### src/rtl/tclk_pkg.sv
package tclk_pkg;

  typedef enum logic [2:0] {
    TC_SHIFT  = 3'b000,
    TC_HIGH   = 3'b001,
    TC_REF    = 3'b010,
    TC_MCNT   = 3'b011,
    TC_FOUT   = 3'b100,
    TC_LOW    = 3'b101,
    TC_BYPASS = 3'b110,
    TC_FDIV4  = 3'b111
  } tcode_e;

  localparam int SRC_VCO = 0;
  localparam int SRC_REF = 1;
  localparam int SRC_SER = 2;
  localparam int SRC_CNT = 3;

  // Division ratio for the 2-bit post-divider code.
  function automatic logic [3:0] n_ratio(input logic [1:0] sel);
    case (sel)
      2'b00:   return 4'd2;
      2'b01:   return 4'd4;
      2'b10:   return 4'd8;
      default: return 4'd1;
    endcase
  endfunction

  // Last count value of a half period for an even ratio.
  function automatic logic [2:0] half_last(input logic [3:0] ratio);
    logic [3:0] h;
    h = (ratio >> 1) - 4'd1;
    return h[2:0];
  endfunction

endpackage

### src/rtl/tclk_edge_sampler.sv
module tclk_edge_sampler #(
  parameter int STAGES = 2
) (
  input  logic clk,
  input  logic rst_n,
  input  logic async_in,
  output logic lvl,
  output logic rise
);
  localparam int LAST = STAGES - 1;

  logic [STAGES:0] chain;

  always_ff @(posedge clk) begin
    if (!rst_n) chain <= '0;
    else        chain <= {chain[STAGES-1:0], async_in};
  end

  assign lvl  = chain[LAST];
  assign rise = chain[LAST] & ~chain[STAGES];

  // Two detected edges can never fall in adjacent cycles.
  assert_rise_spaced_R9: assert property (@(posedge clk) disable iff (!rst_n)
    rise |=> !rise);

endmodule

### src/rtl/tclk_ndiv.sv
module tclk_ndiv
  import tclk_pkg::*;
(
  input  logic       clk,
  input  logic       rst_n,
  input  logic       clr,
  input  logic       src_lvl,
  input  logic       src_rise,
  input  logic [1:0] n_sel,
  output logic       div_q
);
  logic [3:0] ratio;
  logic [2:0] last;
  logic [2:0] cnt;
  logic       pass_thru;
  logic       half_done;

  assign ratio     = n_ratio(n_sel);
  assign last      = half_last(ratio);
  assign pass_thru = (ratio == 4'd1);
  assign half_done = (cnt == last);

  always_ff @(posedge clk) begin
    if (!rst_n || clr) begin
      cnt   <= '0;
      div_q <= 1'b0;
    end else if (pass_thru) begin
      cnt   <= '0;
      div_q <= src_lvl;
    end else if (src_rise) begin
      if (half_done) begin
        cnt   <= '0;
        div_q <= ~div_q;
      end else begin
        cnt   <= cnt + 3'd1;
      end
    end
  end

  assert_clear_drops_out_R10: assert property (@(posedge clk) disable iff (!rst_n)
    clr |=> !div_q);

  assert_moves_only_on_edge_R6: assert property (@(posedge clk) disable iff (!rst_n)
    (!pass_thru && !src_rise && !clr) |=> $stable(div_q));

endmodule

### src/rtl/tclk_mcount.sv
module tclk_mcount #(
  parameter int MW = 9
) (
  input  logic          clk,
  input  logic          rst_n,
  input  logic          clr,
  input  logic          src_rise,
  input  logic [MW-1:0] m_val,
  output logic          pulse
);
  localparam logic [MW-1:0] ONE = MW'(1);

  logic [MW-1:0] cnt;
  logic          term;
  logic [MW-1:0] ceil_m;

  assign term   = (cnt <= ONE);
  assign ceil_m = (m_val == '0) ? ONE : m_val;

  always_ff @(posedge clk) begin
    if (!rst_n) begin
      cnt   <= '0;
      pulse <= 1'b0;
    end else if (clr) begin
      cnt   <= m_val;
      pulse <= 1'b0;
    end else if (src_rise) begin
      pulse <= term;
      cnt   <= term ? m_val : cnt - ONE;
    end else begin
      pulse <= 1'b0;
    end
  end

  assert_pulse_one_cycle_R9: assert property (@(posedge clk) disable iff (!rst_n)
    pulse |=> !pulse);

  assert_count_in_range_R4: assert property (@(posedge clk) disable iff (!rst_n)
    !clr |-> (cnt <= ceil_m));

  assert_pulse_needs_edge_R4: assert property (@(posedge clk) disable iff (!rst_n)
    pulse |-> $past(src_rise));

endmodule

### src/rtl/tclk_outsel.sv
module tclk_outsel
  import tclk_pkg::*;
#(
  parameter int MW          = 9,
  parameter int SYNC_STAGES = 2
) (
  input  logic          clk,
  input  logic          rst_n,
  input  logic          vco_clk,
  input  logic          ref_clk,
  input  logic          ser_clk,
  input  logic          shift_tail,
  input  logic [2:0]    t_code,
  input  logic [MW-1:0] m_val,
  input  logic [1:0]    n_sel,
  output logic          fout,
  output logic          test_out
);
  localparam int CFG_W = 3 + MW + 2;

  logic [SRC_CNT-1:0] raw_clk;
  logic [SRC_CNT-1:0] s_lvl;
  logic [SRC_CNT-1:0] s_rise;

  assign raw_clk[SRC_VCO] = vco_clk;
  assign raw_clk[SRC_REF] = ref_clk;
  assign raw_clk[SRC_SER] = ser_clk;

  for (genvar i = 0; i < SRC_CNT; i++) begin : g_samp
    tclk_edge_sampler #(.STAGES(SYNC_STAGES)) samp_i (
      .clk      (clk),
      .rst_n    (rst_n),
      .async_in (raw_clk[i]),
      .lvl      (s_lvl[i]),
      .rise     (s_rise[i])
    );
  end

  // Settings change detection: restarts both dividers.
  logic [CFG_W-1:0] cfg_now;
  logic [CFG_W-1:0] cfg_q;
  logic             cfg_chg;

  assign cfg_now = {t_code, m_val, n_sel};
  assign cfg_chg = (cfg_now != cfg_q);

  always_ff @(posedge clk) begin
    if (!rst_n) cfg_q <= '0;
    else        cfg_q <= cfg_now;
  end

  // Source selection for the dividers.
  logic bypass;
  logic src_lvl;
  logic src_rise;

  assign bypass   = (tcode_e'(t_code) == TC_BYPASS);
  assign src_lvl  = bypass ? s_lvl[SRC_SER]  : s_lvl[SRC_VCO];
  assign src_rise = bypass ? s_rise[SRC_SER] : s_rise[SRC_VCO];

  tclk_ndiv post_div_i (
    .clk      (clk),
    .rst_n    (rst_n),
    .clr      (cfg_chg),
    .src_lvl  (src_lvl),
    .src_rise (src_rise),
    .n_sel    (n_sel),
    .div_q    (fout)
  );

  // Divide-by-four of the main output, reusing the post-divider.
  logic fout_prev;
  logic fout_rise;
  logic fout_q4;

  always_ff @(posedge clk) begin
    if (!rst_n || cfg_chg) fout_prev <= 1'b0;
    else                   fout_prev <= fout;
  end

  assign fout_rise = fout & ~fout_prev;

  tclk_ndiv quarter_i (
    .clk      (clk),
    .rst_n    (rst_n),
    .clr      (cfg_chg),
    .src_lvl  (fout),
    .src_rise (fout_rise),
    .n_sel    (2'b01),
    .div_q    (fout_q4)
  );

  logic m_pulse;

  tclk_mcount #(.MW(MW)) mcnt_i (
    .clk      (clk),
    .rst_n    (rst_n),
    .clr      (cfg_chg),
    .src_rise (src_rise),
    .m_val    (m_val),
    .pulse    (m_pulse)
  );

  // Test pin selector, registered.
  logic test_nxt;

  always_comb begin
    case (tcode_e'(t_code))
      TC_SHIFT:  test_nxt = shift_tail;
      TC_HIGH:   test_nxt = 1'b1;
      TC_REF:    test_nxt = s_lvl[SRC_REF];
      TC_MCNT:   test_nxt = m_pulse;
      TC_FOUT:   test_nxt = fout;
      TC_LOW:    test_nxt = 1'b0;
      TC_BYPASS: test_nxt = m_pulse;
      default:   test_nxt = fout_q4;
    endcase
  end

  always_ff @(posedge clk) begin
    if (!rst_n) test_out <= 1'b0;
    else        test_out <= test_nxt;
  end

  assert_code_high_R2: assert property (@(posedge clk) disable iff (!rst_n)
    (t_code == 3'b001) |=> test_out);

  assert_code_low_R2: assert property (@(posedge clk) disable iff (!rst_n)
    (t_code == 3'b101) |=> !test_out);

  assert_tail_follow_R1: assert property (@(posedge clk) disable iff (!rst_n)
    (t_code == 3'b000) |=> (test_out == $past(shift_tail)));

  assert_bypass_ignores_vco_R7: assert property (@(posedge clk) disable iff (!rst_n)
    (bypass && !s_rise[SRC_SER] && !cfg_chg && n_sel != 2'b11) |=> $stable(fout));

endmodule

### config.mk
export PLATFORM = sky130hd
export DESIGN_NAME = tclk_outsel
export DESIGN_NICKNAME = d
export VERILOG_FILES = /design/src/rtl/tclk_pkg.sv /design/src/rtl/tclk_edge_sampler.sv /design/src/rtl/tclk_ndiv.sv /design/src/rtl/tclk_mcount.sv /design/src/rtl/tclk_outsel.sv
export SDC_FILE = /design/constraint.sdc
export NUM_CORES = 1
export LEC_CHECK = 0
export ABC_AREA = 0
export BUFFER_PORTS_ARGS = -buffer_cell sky130_fd_sc_hd__buf_4
export CAP_MARGIN = 20
export CORE_MARGIN = 5
export CORE_UTILIZATION = 51
export CTS_CLUSTER_SIZE = 30
export DETAILED_ROUTE_END_ITERATION = 10
export PLACE_DENSITY = 0.75
export SKIP_LAST_GASP = 1
export SLEW_MARGIN = 20
export SYNTH_ARGS = -nofsm -noshare
export SYNTH_HDL_FRONTEND = slang
export SYNTH_SLANG_ARGS = --single-unit
export TNS_END_PERCENT = 10
### constraint.sdc
create_clock -name clk -period 2.25 [get_ports clk]
set_clock_uncertainty 0.1 [all_clocks]
set_input_delay 0.45 -clock clk [delete_from_list [all_inputs] [get_ports clk]]
set_output_delay 0.45 -clock clk [all_outputs]
set_load 0.01 [all_outputs]
# After elaboration in Yosys (flattened, before gate mapping)
# Index checks and enable logic that the tools add are counted.
# totals
mem_bits_ro,0
ff_bits,42
latchBits,0
mem_count,0
in_bits,20
output_inout_bits,2
ram_bits,0
elab_cells,63
# op_classes
n_mul,0
addsub,4
bitwise,10
eq_ne,12
shift,0
magnitude_cmp,1
n_reduce_logical,12
div,0
n_mux,12
# ops
cell,count
two-way mux 9 bit,3
inequality test 14 bit,1
case mux 4 bit (3 select lines),1
"== test 3 bit, second input constant",3
"<= comparator 9 x 1 -> 1 bit, second input constant",1
"subtractor 9 x 1 -> 9 bit, second input constant",1
NOT 1 bit,7
"adder 3 x 1 -> 3 bit, second input constant",2
"== test 3 x 1 -> 1 bit, second input constant",2
"== test 3 x 2 -> 1 bit, second input constant",2
two-way mux 3 bit,2
case mux 1 bit (6 select lines),1
nonzero test 2 bit,3
two-way mux 1 bit,5
"== test 4 x 1 -> 1 bit, second input constant",1
AND reduction 2 bit,2
OR reduction 2 bit,2
AND 1 bit,3
== test 3 bit,1
logical NOT 3 bit,1
OR reduction 3 bit,1
"subtractor 3 x 1 -> 3 bit, second input constant",1
"== test 2 x 1 -> 1 bit, second input constant",1
"== test 2 bit, second input constant",1
3 further kinds,3

# Longest topological paths before layout
# Gate-level depths: netlist of run 1.
# depth
word_depth,7
depth_mapped,9
ltp_nobuf,7

# Modules after synthesis
# A second synthesis of run 1 with hierarchy kept.
# unflattened
cells_unflattened,231
hier_area_um2,2175.8
# by_module_without_submodules
mod,area_each_um2,seq_area_each_um2,n_inst,cells_per_inst
tclk_outsel,732.0,320.3,1,71
tclk_mcount,664.4,200.2,1,82
tclk_edge_sampler,92.6,60.1,3,7
tclk_ndiv at post_div_i,255.2,80.1,1,29
tclk_ndiv at quarter_i,246.5,80.1,1,28

# Worst setup path after synthesis of run 1
# OpenSTA, ideal clock, no wires.
# synth_timing
path_type,register -> register
start,register mcnt_i.cnt[0]
end,register mcnt_i.cnt[7]
setup_time_ps,66
synth_period_minus_slack_ps,2204
n_path_buf,0
t_arrival_ps,2038
setup_slack_ps,46
required_ps,2084
stages_incl_launch_ff,6
path_cell_list,dfxtp_1 or4_4 or4_1 or4b_1 a21o_1 a21oi_2
# synth_between
elab_chain_cells,4
elab_cells_between_ends,5
classes_between,add/sub (1); order compare (1); mux (3)
# synth_lines
item,line,rtl
from (decl),tclk_mcount.sv:13,logic [MW-1:0] cnt;
from (signal assigned),tclk_mcount.sv:25,cnt <= m_val;
from (signal assigned),tclk_mcount.sv:29,cnt <= term ? m_val : cnt - ONE;
subtractor 9 x 1 -> 9 bit / <= comparator 9 x 1 -> 1 bit (equally long branches),"tclk_mcount.sv:29, tclk_mcount.sv:17",
two-way mux 9 bit *,tclk_mcount.sv:29,
two-way mux 9 bit *,tclk_mcount.sv:27,end else if (src_rise) begin
two-way mux 9 bit *,tclk_mcount.sv:24,end else if (clr) begin
# Every way passes the cells marked *; elsewhere a longest branch is shown, timed or not. The select of a mux whose other input is x is not followed.
# A chain may end at the register's enable or synchronous reset.

# Final worst setup path of run 1
# Same ends and word-level chain as after synthesis.

==> results of run 1 <==
logic make-up after synthesis:
logic type | after synthesis | synth area share
flip-flops | 42 | 0.440
AND/OR/NAND/NOR | 85 | 0.264
multiplexers | 7 | 0.0380
adder cells (fa/ha/maj) | 4 | 0.0249
XOR/XNOR | 17 | 0.0780
AO/OA/AOI/OAI | 40 | 0.125
buffers and inverters | 15 | 0.0295
what timing repair did:
action	4_1_cts	5_1_grt
endpoints found under the setup margin	0	1
gates resized for setup	0	2
hold endpoints to repair	0	0
layout make-up:
class	instances	share of cell area
multi-input cells	153	0.441
well taps	48	0.0261
inverters	4	0.00652
clock inverters	3	0.0299
flip-flops and latches	42	0.366
repair buffers	31	0.101
clock buffers	5	0.0299
per-layer routing:
metal	GRT usage	share of wire	up-vias
met5	0	0	-
met4	0.0605	0.018	0
met3	0.0398	0.036	7
met2	0.255	0.47	26
met1	0.224	0.48	688
li1	-	-	788
synthesized netlist by cell type, drive strengths merged:
master,instances,area (sq um)
nand2,7,26.3
and2,23,144
or4,4,33.8
xor2,15,131
inv,4,15.0
mux2i,5,50.1
nor4b,2,17.5
nand4,4,25.0
nor2b,2,12.5
a221oi,2,17.5
or2,1,6.26
nand3,3,15.0
nand2b,3,18.8
o21ai,16,80.1
nor2,14,52.6
maj3,1,10.0
and4b,1,10.0
nand4b,2,17.5
dfxtp,42,841
o21bai,3,22.5
nor3,5,25.0
a21boi,2,15.0
ha,3,37.5
nand3b,4,30.0
or4b,1,10.0
o21a,1,7.51
nor4,5,31.3
nor3b,1,7.51
xnor2,2,17.5
a311oi,1,8.76
a21o,2,15.0
clkbuf,11,41.3
a21oi,12,63.8
or3b,1,8.76
or3,2,12.5
mux2,2,22.5
o31a,1,8.76
power by group:
part	leakage (uW)	total, uW	switching [uW]	internal, uW
clock	0.0000683	716	271	445
combinational	0.000521	160	77.9	81.7
sequential	0.000347	788	16.1	772
worst max-delay path by stage:
stage	end	slack [ps]	cells after the start
3_5_place_dp	mcnt_i.cnt[7]	50	5
5_1_grt	mcnt_i.cnt[7]	-30	5
4_1_cts	mcnt_i.cnt[7]	20	5
3_3_place_gp	mcnt_i.cnt[7]	60	5
6_report	mcnt_i.cnt[7]	30	5
2_1_floorplan	mcnt_i.cnt[7]	50	5
per-stage QoR:
step | cells | utilization | cell area, sq um
after floorplan | 210 | - | 1910
after global placement | 278 | 0.595 | 2160
after detailed placement | 278 | 0.595 | 2160
after CTS | 286 | 0.633 | 2300
after global routing | 286 | 0.634 | 2300
final | 286 | 0.634 | 2300
worst max-delay path: cells and delay by family (launching register included):
family | cells | cell delay, ps
AOI/OAI and AO/OA | 2 | 300
DFF | 1 | 330
and+or+nand+nor | 3 | 1450
state kept, by name, summed over array words and instances (netlist names):
signal and cells:
mcnt_i.pulse 1, post_div_i.cnt 3, g_samp.samp_i.chain 8, quarter_i.cnt 3, fout_prev 1, post_div_i.div_q 1
cfg_q 14, mcnt_i.cnt 9, quarter_i.div_q 1, test_out 1
==> impl_metrics.json, run 1 <==
{
  "final_nets": 260,
  "dieArea_sq_um": 5070,
  "start_kind": "flop",
  "dpl.hpwl_um": 2720,
  "total_leakage_power_uw": 0.000936,
  "h-tree-depth": 2,
  "routed_wl_um": 3890,
  "row_count": 22,
  "grt_pass1_vias": 1466,
  "powerDensity_nw_per_um2": 722,
  "final.period_utilization": 0.988,
  "cts-buffers-inserted": 5,
  "diodes": 0,
  "drtIter0Drc": 45,
  "drive_gt1_frac": 0.189,
  "synth_cell_type_count": 40,
  "whs_ps": 250,
  "fillers": 321,
  "min_path_cells": 2,
  "holdPathEnd": "g_samp[1].samp_i.chain[0]",
  "layout_common_cells": "dfxtp_1, buf_4, and2_1",
  "tightest_slew_ps": 385,
  "multi_input_area_sq_um": 1020,
  "syn_area_sq_um": 1910,
  "slew_violations": 0,
  "critPathRequiredTime_ps": 2390,
  "path_common_cell": "or4_4",
  "cp_max_fo": 3,
  "timing.rr.end": "mcnt_i.cnt[7]",
  "critPathSlowestCell": "or4_4",
  "grt_usage": 0.166,
  "outcome": "finished, final reports clean",
  "rsz0062_at_grt": "true",
  "cts_tree": "yes",
  "ios": 22,
  "setup_slack_ps": 26.2,
  "r2r_cells": 5,
  "cap_violations": 0,
  "min_from": "ref_clk",
  "wl_per_cell_um": 13.6,
  "hold_viol_final": 0,
  "grt_overflow": 0,
  "post_cts_buffers": 0,
  "cts_root_buffer": "clkbuf_8",
  "peakVddDrop_mv": 0.509,
  "path_cells": "or4_4 -> or4_4 -> or4b_1 -> a21o_1 -> a21oi_2",
  "ys_seq_area_frac": 0.440,
  "final_common_cell": "dfxtp_1",
  "slew_headroom": 0.743,
  "clk_pin_slew_ps": 80,
  "grt_max_degree": 26,
  "clock_path_buffers": 2,
  "seq_area_sq_um": 842,
  "grt_pass1_wl_um": 6720,
  "fmax_ghz": 0.450,
  "power_uw": 1660,
  "path_class": "reg -> reg",
  "synth_cells": 210,
  "tns_ps": 0,
  "cp_slowest_stage_delay_ps": 540,
  "area_delta_synth_final_pct": 20.6,
  "die_y_um": 71.2,
  "rr_startpoint": "mcnt_i.cnt[0]",
  "ys_warn_count": 0,
  "antenna_found_initial": 0,
  "avgSynthCellArea_sq_um": 9.09,
  "drc": 0,
  "endpoint_kind": "flop",
  "setup_viol": 0,
  "r2r_slack_ps": 30,
  "place_ws_ps": 53.8,
  "cts_hold_buf": 0,
  "clk-insertion-delay-late_ps": 300,
  "place_congestion": 0.779,
  "cts.sinks": 42,
  "worst_ep_arrival_time_ps": 2370,
  "fin_crit_ps": 2220,
  "vias_per_cell": 5.28,
  "hp-class": "in -> reg",
  "num_vias": 1509,
  "critPathLaunch": "mcnt_i.cnt[0]",
  "synth-seq-cells": 42,
  "start_util": 0.525,
  "die_x_um": 71.2,
  "synth_fp_nets": 233,
  "ant_nets": 0,
  "port-buffer-count": 21,
  "core_sq_um": 3630,
  "dr.pass1.iters": 4
}
(Power assumes the default switching activity.)
==> run 2: changes to the inputs <==
--- a/config.mk
+++ b/config.mk
@@ -13,6 +13,7 @@
 export CTS_CLUSTER_SIZE = 30
 export DETAILED_ROUTE_END_ITERATION = 10
 export PLACE_DENSITY = 0.75
+export REMOVE_ABC_BUFFERS = 1
 export SKIP_LAST_GASP = 1
 export SLEW_MARGIN = 20
 export SYNTH_ARGS = -nofsm -noshare
==> impl_metrics.json, run 2 (synthesis gave the netlist of run 1 again) <==
{
  "outcome": "finished, final reports clean",
  "finalInstanceArea_sq_um": 2310,
  "slew_headroom": 0.721,
  "cts_root_buffer": "clkbuf_8",
  "layout_common_cells": "dfxtp_1, buf_4, and2_1",
  "final.period_utilization": 0.985,
  "tightest_slew_ps": 418,
  "dpl.hpwl_um": 2790,
  "cts_tree": "yes",
  "netSwitchingPower_uw": 351,
  "rr_startpoint": "mcnt_i.cnt[0]",
  "internal-power_uw": 1330,
  "dieArea_sq_um": 5070,
  "worst_ep_arrival_time_ps": 2350,
  "area_delta_synth_final_pct": 21.2,
  "largest_reg_flops": 14,
  "place_ws_ps": 32.1,
  "r2r_cells": 5,
  "powerDensity_nw_per_um2": 725,
  "hold_viol_final": 0,
  "cap_violations": 0,
  "path_class": "reg -> reg",
  "fin_crit_ps": 2220,
  "drive_gt1_frac": 0.186,
  "combPwrFrac": 0.094,
  "final_nets": 259,
  "regMostFlops": "cfg_q",
  "cts-buffers-inserted": 5,
  "total_leakage_power_uw": 0.000941,
  "routed_wl_um": 3980,
  "dr.pass1.iters": 4,
  "cp_slowest_stage_delay_ps": 540,
  "num_vias": 1548,
  "clk-insertion-delay-late_ps": 300,
  "path_cells": "or4_4 -> or4_4 -> or4b_1 -> a21o_1 -> a21oi_2",
  "switching_share": 0.209,
  "h-tree-depth": 2,
  "post_cts_buffers": 0,
  "ant_nets": 0,
  "hp-class": "in -> reg",
  "fillers": 322,
  "peakVddDrop_mv": 0.530,
  "start_util": 0.525,
  "core_sq_um": 3630,
  "clk_pin_slew_ps": 80,
  "p_clk_frac": 0.436,
  "layout.cells.non_filler": 285,
  "grt_overflow": 0,
  "die_x_um": 71.2,
  "drc": 0,
  "r2r_slack_ps": 30,
  "grt_usage": 0.170,
  "row_count": 22,
  "final_common_cell": "dfxtp_1",
  "place_congestion": 0.884,
  "cp_max_fo": 3,
  "grt_pass1_vias": 1503,
  "endpoint_kind": "flop",
  "critPathLaunch": "mcnt_i.cnt[0]",
  "placed_area_sq_um": 2170,
  "ios": 22,
  "setup_viol": 0,
  "die_y_um": 71.2,
  "fmax_ghz": 0.451,
  "path_common_cell": "or4_4",
  "slew_violations": 0,
  "grt_pass1_wl_um": 6810,
  "p_seq_frac": 0.470,
  "rsz0062_at_grt": "true",
  "start_kind": "flop",
  "endpoint": "mcnt_i.cnt[7]",
  "antenna_found_initial": 0,
  "drtIter0Drc": 95,
  "timing.rr.end": "mcnt_i.cnt[7]",
  "biggestRegsByFlops": "cfg_q: 14 flops, mcnt_i.cnt: 9 flops, g_samp.samp_i.chain: 8 flops",
  "setup_slack_ps": 34.1,
  "critPathRequiredTime_ps": 2390,
  "cts.sinks": 42,
  "dp_cells": 277,
  "wl_per_cell_um": 14.0,
  "port-buffer-count": 21,
  "critPathSlowestCell": "or4_4",
  "diodes": 0,
  "clock_path_buffers": 2,
  "grt_max_degree": 25,
  "vias_per_cell": 5.43
}
[run 2: cell count changes in the layout (fill, tap and decap cells not counted)]
cell,previous run,this run
buf_12,0,1
buf_4,31,29
clkbuf_8,5,6
clkinv_4,1,0
[run 2: through the flow]
| step | utilization | hold slack, ps | power [uW] | setup TNS (ps) |
|---|---|---|---|---|
| floorplan | - | 312 | 885 | 0 |
| global placement | 0.596 | 314 | 957 | 0 |
| detailed placement | 0.596 | 327 | 960 | 0 |
| CTS | 0.635 | 251 | 1690 | 0 |
| global route | 0.637 | 262 | 1730 | -14.7 |
| finish | 0.637 | 261 | 1680 | 0 |
[run 2: area by class of cell]
type                            count  area (sq um)  share of cell area
Sequential cell                    42           842               0.364
Inverter                            4          15.0             0.00649
Multi-Input combinational cell    153          1020               0.439
Tap cell                           48          60.1              0.0260
Clock buffer                        6          82.6              0.0357
Clock inverter                      2          60.1              0.0260
Timing Repair Buffer               30           238               0.103
[run 2: repair_timing]
action,in CTS,in global routing
hold buffers,0,0
gates resized for setup,0,2
setup endpoints to repair,0,1
[run 2: how the worst min path moves through the flow]
stage                         startpoint  slack [ps]                         to  cells after the start
3_5_place_dp   g_samp[0].samp_i.chain[0]         330  g_samp[0].samp_i.chain[1]                      1
5_1_grt                          ser_clk         260  g_samp[2].samp_i.chain[0]                      2
2_1_floorplan  g_samp[0].samp_i.chain[0]         310  g_samp[0].samp_i.chain[1]                      1
3_3_place_gp   g_samp[0].samp_i.chain[0]         310  g_samp[0].samp_i.chain[1]                      1
6_report                         ser_clk         260  g_samp[2].samp_i.chain[0]                      2
4_1_cts                          ser_clk         250  g_samp[2].samp_i.chain[0]                      2
[run 2: routing by layer]
layer / vias to the layer above / track usage / share of wire
met3: 6 / 0.0412 / 0.045
li1: 787 / - / -
met1: 722 / 0.213 / 0.46
met2: 33 / 0.277 / 0.47
met4: 0 / 0.0710 / 0.021
met5: - / 0 / 0
[run 2: power groups by stage]
stage | registers, uW | clock network (uW) | logic [uW]
2_1_floorplan | 803 | 0 | 82.7
3_3_place_gp | 804 | 0 | 153
3_5_place_dp | 805 | 0 | 155
4_1_cts | 787 | 742 | 157
5_1_grt | 792 | 761 | 177
6_report | 788 | 731 | 157
[run 2: worst max-delay path: cells and delay by family, from the launching register on]
kind	cells	cell delay [ps]
AO/OA/AOI/OAI	2	300
flip-flops	1	320
AND/OR/NAND/NOR	3	1440
==> run 3: changes to the inputs <==
--- a/config.mk
+++ b/config.mk
@@ -6,12 +6,12 @@
 export NUM_CORES = 1
 export LEC_CHECK = 0
 export ABC_AREA = 0
-export BUFFER_PORTS_ARGS = -buffer_cell sky130_fd_sc_hd__buf_4
 export CAP_MARGIN = 20
 export CORE_MARGIN = 5
-export CORE_UTILIZATION = 51
+export CORE_UTILIZATION = 56
 export CTS_CLUSTER_SIZE = 30
 export DETAILED_ROUTE_END_ITERATION = 10
+export DONT_BUFFER_PORTS = 1
 export PLACE_DENSITY = 0.75
 export REMOVE_ABC_BUFFERS = 1
 export SKIP_LAST_GASP = 1
==> constraint.sdc (replaced) <==
create_clock -name clk -period 2.25 [get_ports clk]
set_clock_uncertainty 0.1 [all_clocks]
set_input_delay 0.3375 -clock clk [delete_from_list [all_inputs] [get_ports clk]]
set_output_delay 0.3375 -clock clk [all_outputs]
set_load 0.01 [all_outputs]
==> impl_metrics.json, run 3 (synthesis gave the netlist of run 1 again) <==
{
  "outcome": "finished, final reports clean",
  "grt_max_degree": 16,
  "row_count": 21,
  "start_kind": "flop",
  "num_vias": 1529,
  "cp_slowest_stage_delay_ps": 540,
  "hp-class": "in -> reg",
  "critPathRequiredTime_ps": 2450,
  "drc": 0,
  "final_common_cell": "dfxtp_1",
  "total_leakage_power_uw": 0.000841,
  "vias_per_cell": 5.60,
  "cts_root_buffer": "clkbuf_4",
  "min_path_cells": 1,
  "h-tree-depth": 2,
  "multi_input_area_sq_um": 1020,
  "timing.rr.end": "mcnt_i.cnt[7]",
  "worst_ep_arrival_time_ps": 2440,
  "ant_nets": 0,
  "power_uw": 1320,
  "cp_num_buf_inv": 0,
  "diodes": 0,
  "fillers": 292,
  "place_congestion": 0.913,
  "core_sq_um": 3310,
  "ios": 22,
  "path_class": "reg -> reg",
  "critPathTopFamily": "simple AND/OR/NAND/NOR gates",
  "path_cells": "or4_4 -> or4_4 -> or4b_1 -> a21o_1 -> a21oi_2",
  "port-buffer-count": 0,
  "final_nets": 249,
  "die_y_um": 68.4,
  "hold_viol_final": 0,
  "cts_tree": "yes",
  "fmax_ghz": 0.446,
  "cp_max_fo": 3,
  "placed_area_sq_um": 1970,
  "tightest_slew_ps": 492,
  "dieArea_sq_um": 4680,
  "min_from": "rst_n",
  "cts.sinks": 42,
  "grt_usage": 0.207,
  "setup_viol": 0,
  "dpl.hpwl_um": 2750,
  "rr_startpoint": "mcnt_i.cnt[0]",
  "routed_wl_um": 4080,
  "clk-insertion-delay-late_ps": 360,
  "die_x_um": 68.4,
  "drive_gt1_frac": 0.0925,
  "path_common_cell": "or4_4",
  "grt_overflow": 0,
  "r2r_slack_ps": 10,
  "powerDensity_nw_per_um2": 605,
  "biggestRegsByFlops": "cfg_q: 14 flops, mcnt_i.cnt: 9 flops, g_samp.samp_i.chain: 8 flops",
  "r2r_cells": 5,
  "critPathSlowestCell": "or4_4",
  "clock_path_buffers": 2,
  "wl_per_cell_um": 14.9,
  "tns_ps": 0,
  "endpoint_kind": "flop",
  "slew_violations": 0,
  "grt_pass1_wl_um": 7120,
  "layout_common_cells": "dfxtp_1, and2_1, xor2_1",
  "slew_headroom": 0.669,
  "seq_area_sq_um": 843,
  "final.period_utilization": 0.995,
  "grt_pass1_vias": 1574,
  "antenna_found_initial": 0,
  "dr.pass1.iters": 4,
  "cts-buffers-inserted": 5,
  "holdPathEnd": "cfg_q[1]",
  "rsz0062_at_grt": "true",
  "cap_violations": 0,
  "clk_pin_slew_ps": 120,
  "regMostFlops": "cfg_q",
  "finalInstanceArea_sq_um": 2180,
  "fin_crit_ps": 2240,
  "finish.utilization": 0.659,
  "drtIter0Drc": 61,
  "largest_reg_flops": 14,
  "peakVddDrop_mv": 0.426,
  "start_util": 0.577,
  "area_delta_synth_final_pct": 14.2,
  "post_cts_buffers": 0
}
-- run 3: changes by cell type in the layout (fill, tap and decap cells not counted), moves of 2 or more --
| cell | delta |
|---|---|
| clkbuf_8 | -5 |
| dlygate4sd3_1 | +14 |
| bufinv_16 | -2 |
| buf_4 | -23 |
| clkbuf_4 | +5 |
-- run 3: worst reg2reg max path, stage by stage, from the launching register on --
cell and delay [ps]:
dfxtp_1 330, or4_4 540, or4_4 430, or4b_1 490, a21o_1 180, a21oi_2 120
-- run 3: cell type report --
cell class | instances | area share
multi-input combinational | 153 | 0.466
sequential | 42 | 0.387
timing repair buffer | 20 | 0.0849
tap | 46 | 0.0264
clock buffer | 6 | 0.0235
inverter | 4 | 0.00688
clock inverter | 2 | 0.00574
-- run 3: through the flow --
stage | hold slack (ps) | instances | worst slack [ps]
floorplan | 312 | 199 | 44.2
global placement | 314 | 251 | 66.0
detailed placement | 322 | 251 | 19.8
CTS | 0.497 | 271 | -6.86
global route | 0.198 | 273 | -63.8
finish | 6.01 | 273 | 10.3
-- run 3: report_power, final --
group | leakage [uW] | switching (uW) | internal, uW | total, uW
clock network | 0.0000343 | 244 | 150 | 394
registers | 0.000347 | 16.3 | 773 | 789
logic | 0.000460 | 62.7 | 72.8 | 136
total | 0.000841 | 323 | 996 | 1320
-- run 3: worst max path at each step --
stage / start / to / slack [ps] / depth (start not counted)
final: mcnt_i.cnt[0] / mcnt_i.cnt[7] / 10 / 5
after global routing: mcnt_i.cnt[1] / mcnt_i.cnt[7] / -60 / 5
after CTS: mcnt_i.cnt[0] / mcnt_i.cnt[7] / -7 / 5
after detailed placement: mcnt_i.cnt[0] / mcnt_i.cnt[7] / 20 / 5
after global placement: mcnt_i.cnt[0] / mcnt_i.cnt[7] / 70 / 5
after floorplan: mcnt_i.cnt[0] / mcnt_i.cnt[7] / 40 / 5
-- run 3: what timing repair did --
action,in CTS,in global routing
endpoints found under the hold margin,20,4
resized for setup,1,2
hold buffers,12,2
endpoints found under the setup margin,1,1
pin swaps,0,1
-- run 3: per-layer routing --
metal / track usage / vias to the layer above / wire [um]
li1: - / 768 / -
met3: 0.0673 / 9 / 243
met1: 0.255 / 714 / 1810
met4: 0.104 / 0 / 98
met2: 0.322 / 38 / 1920
met5: 0 / - / 0
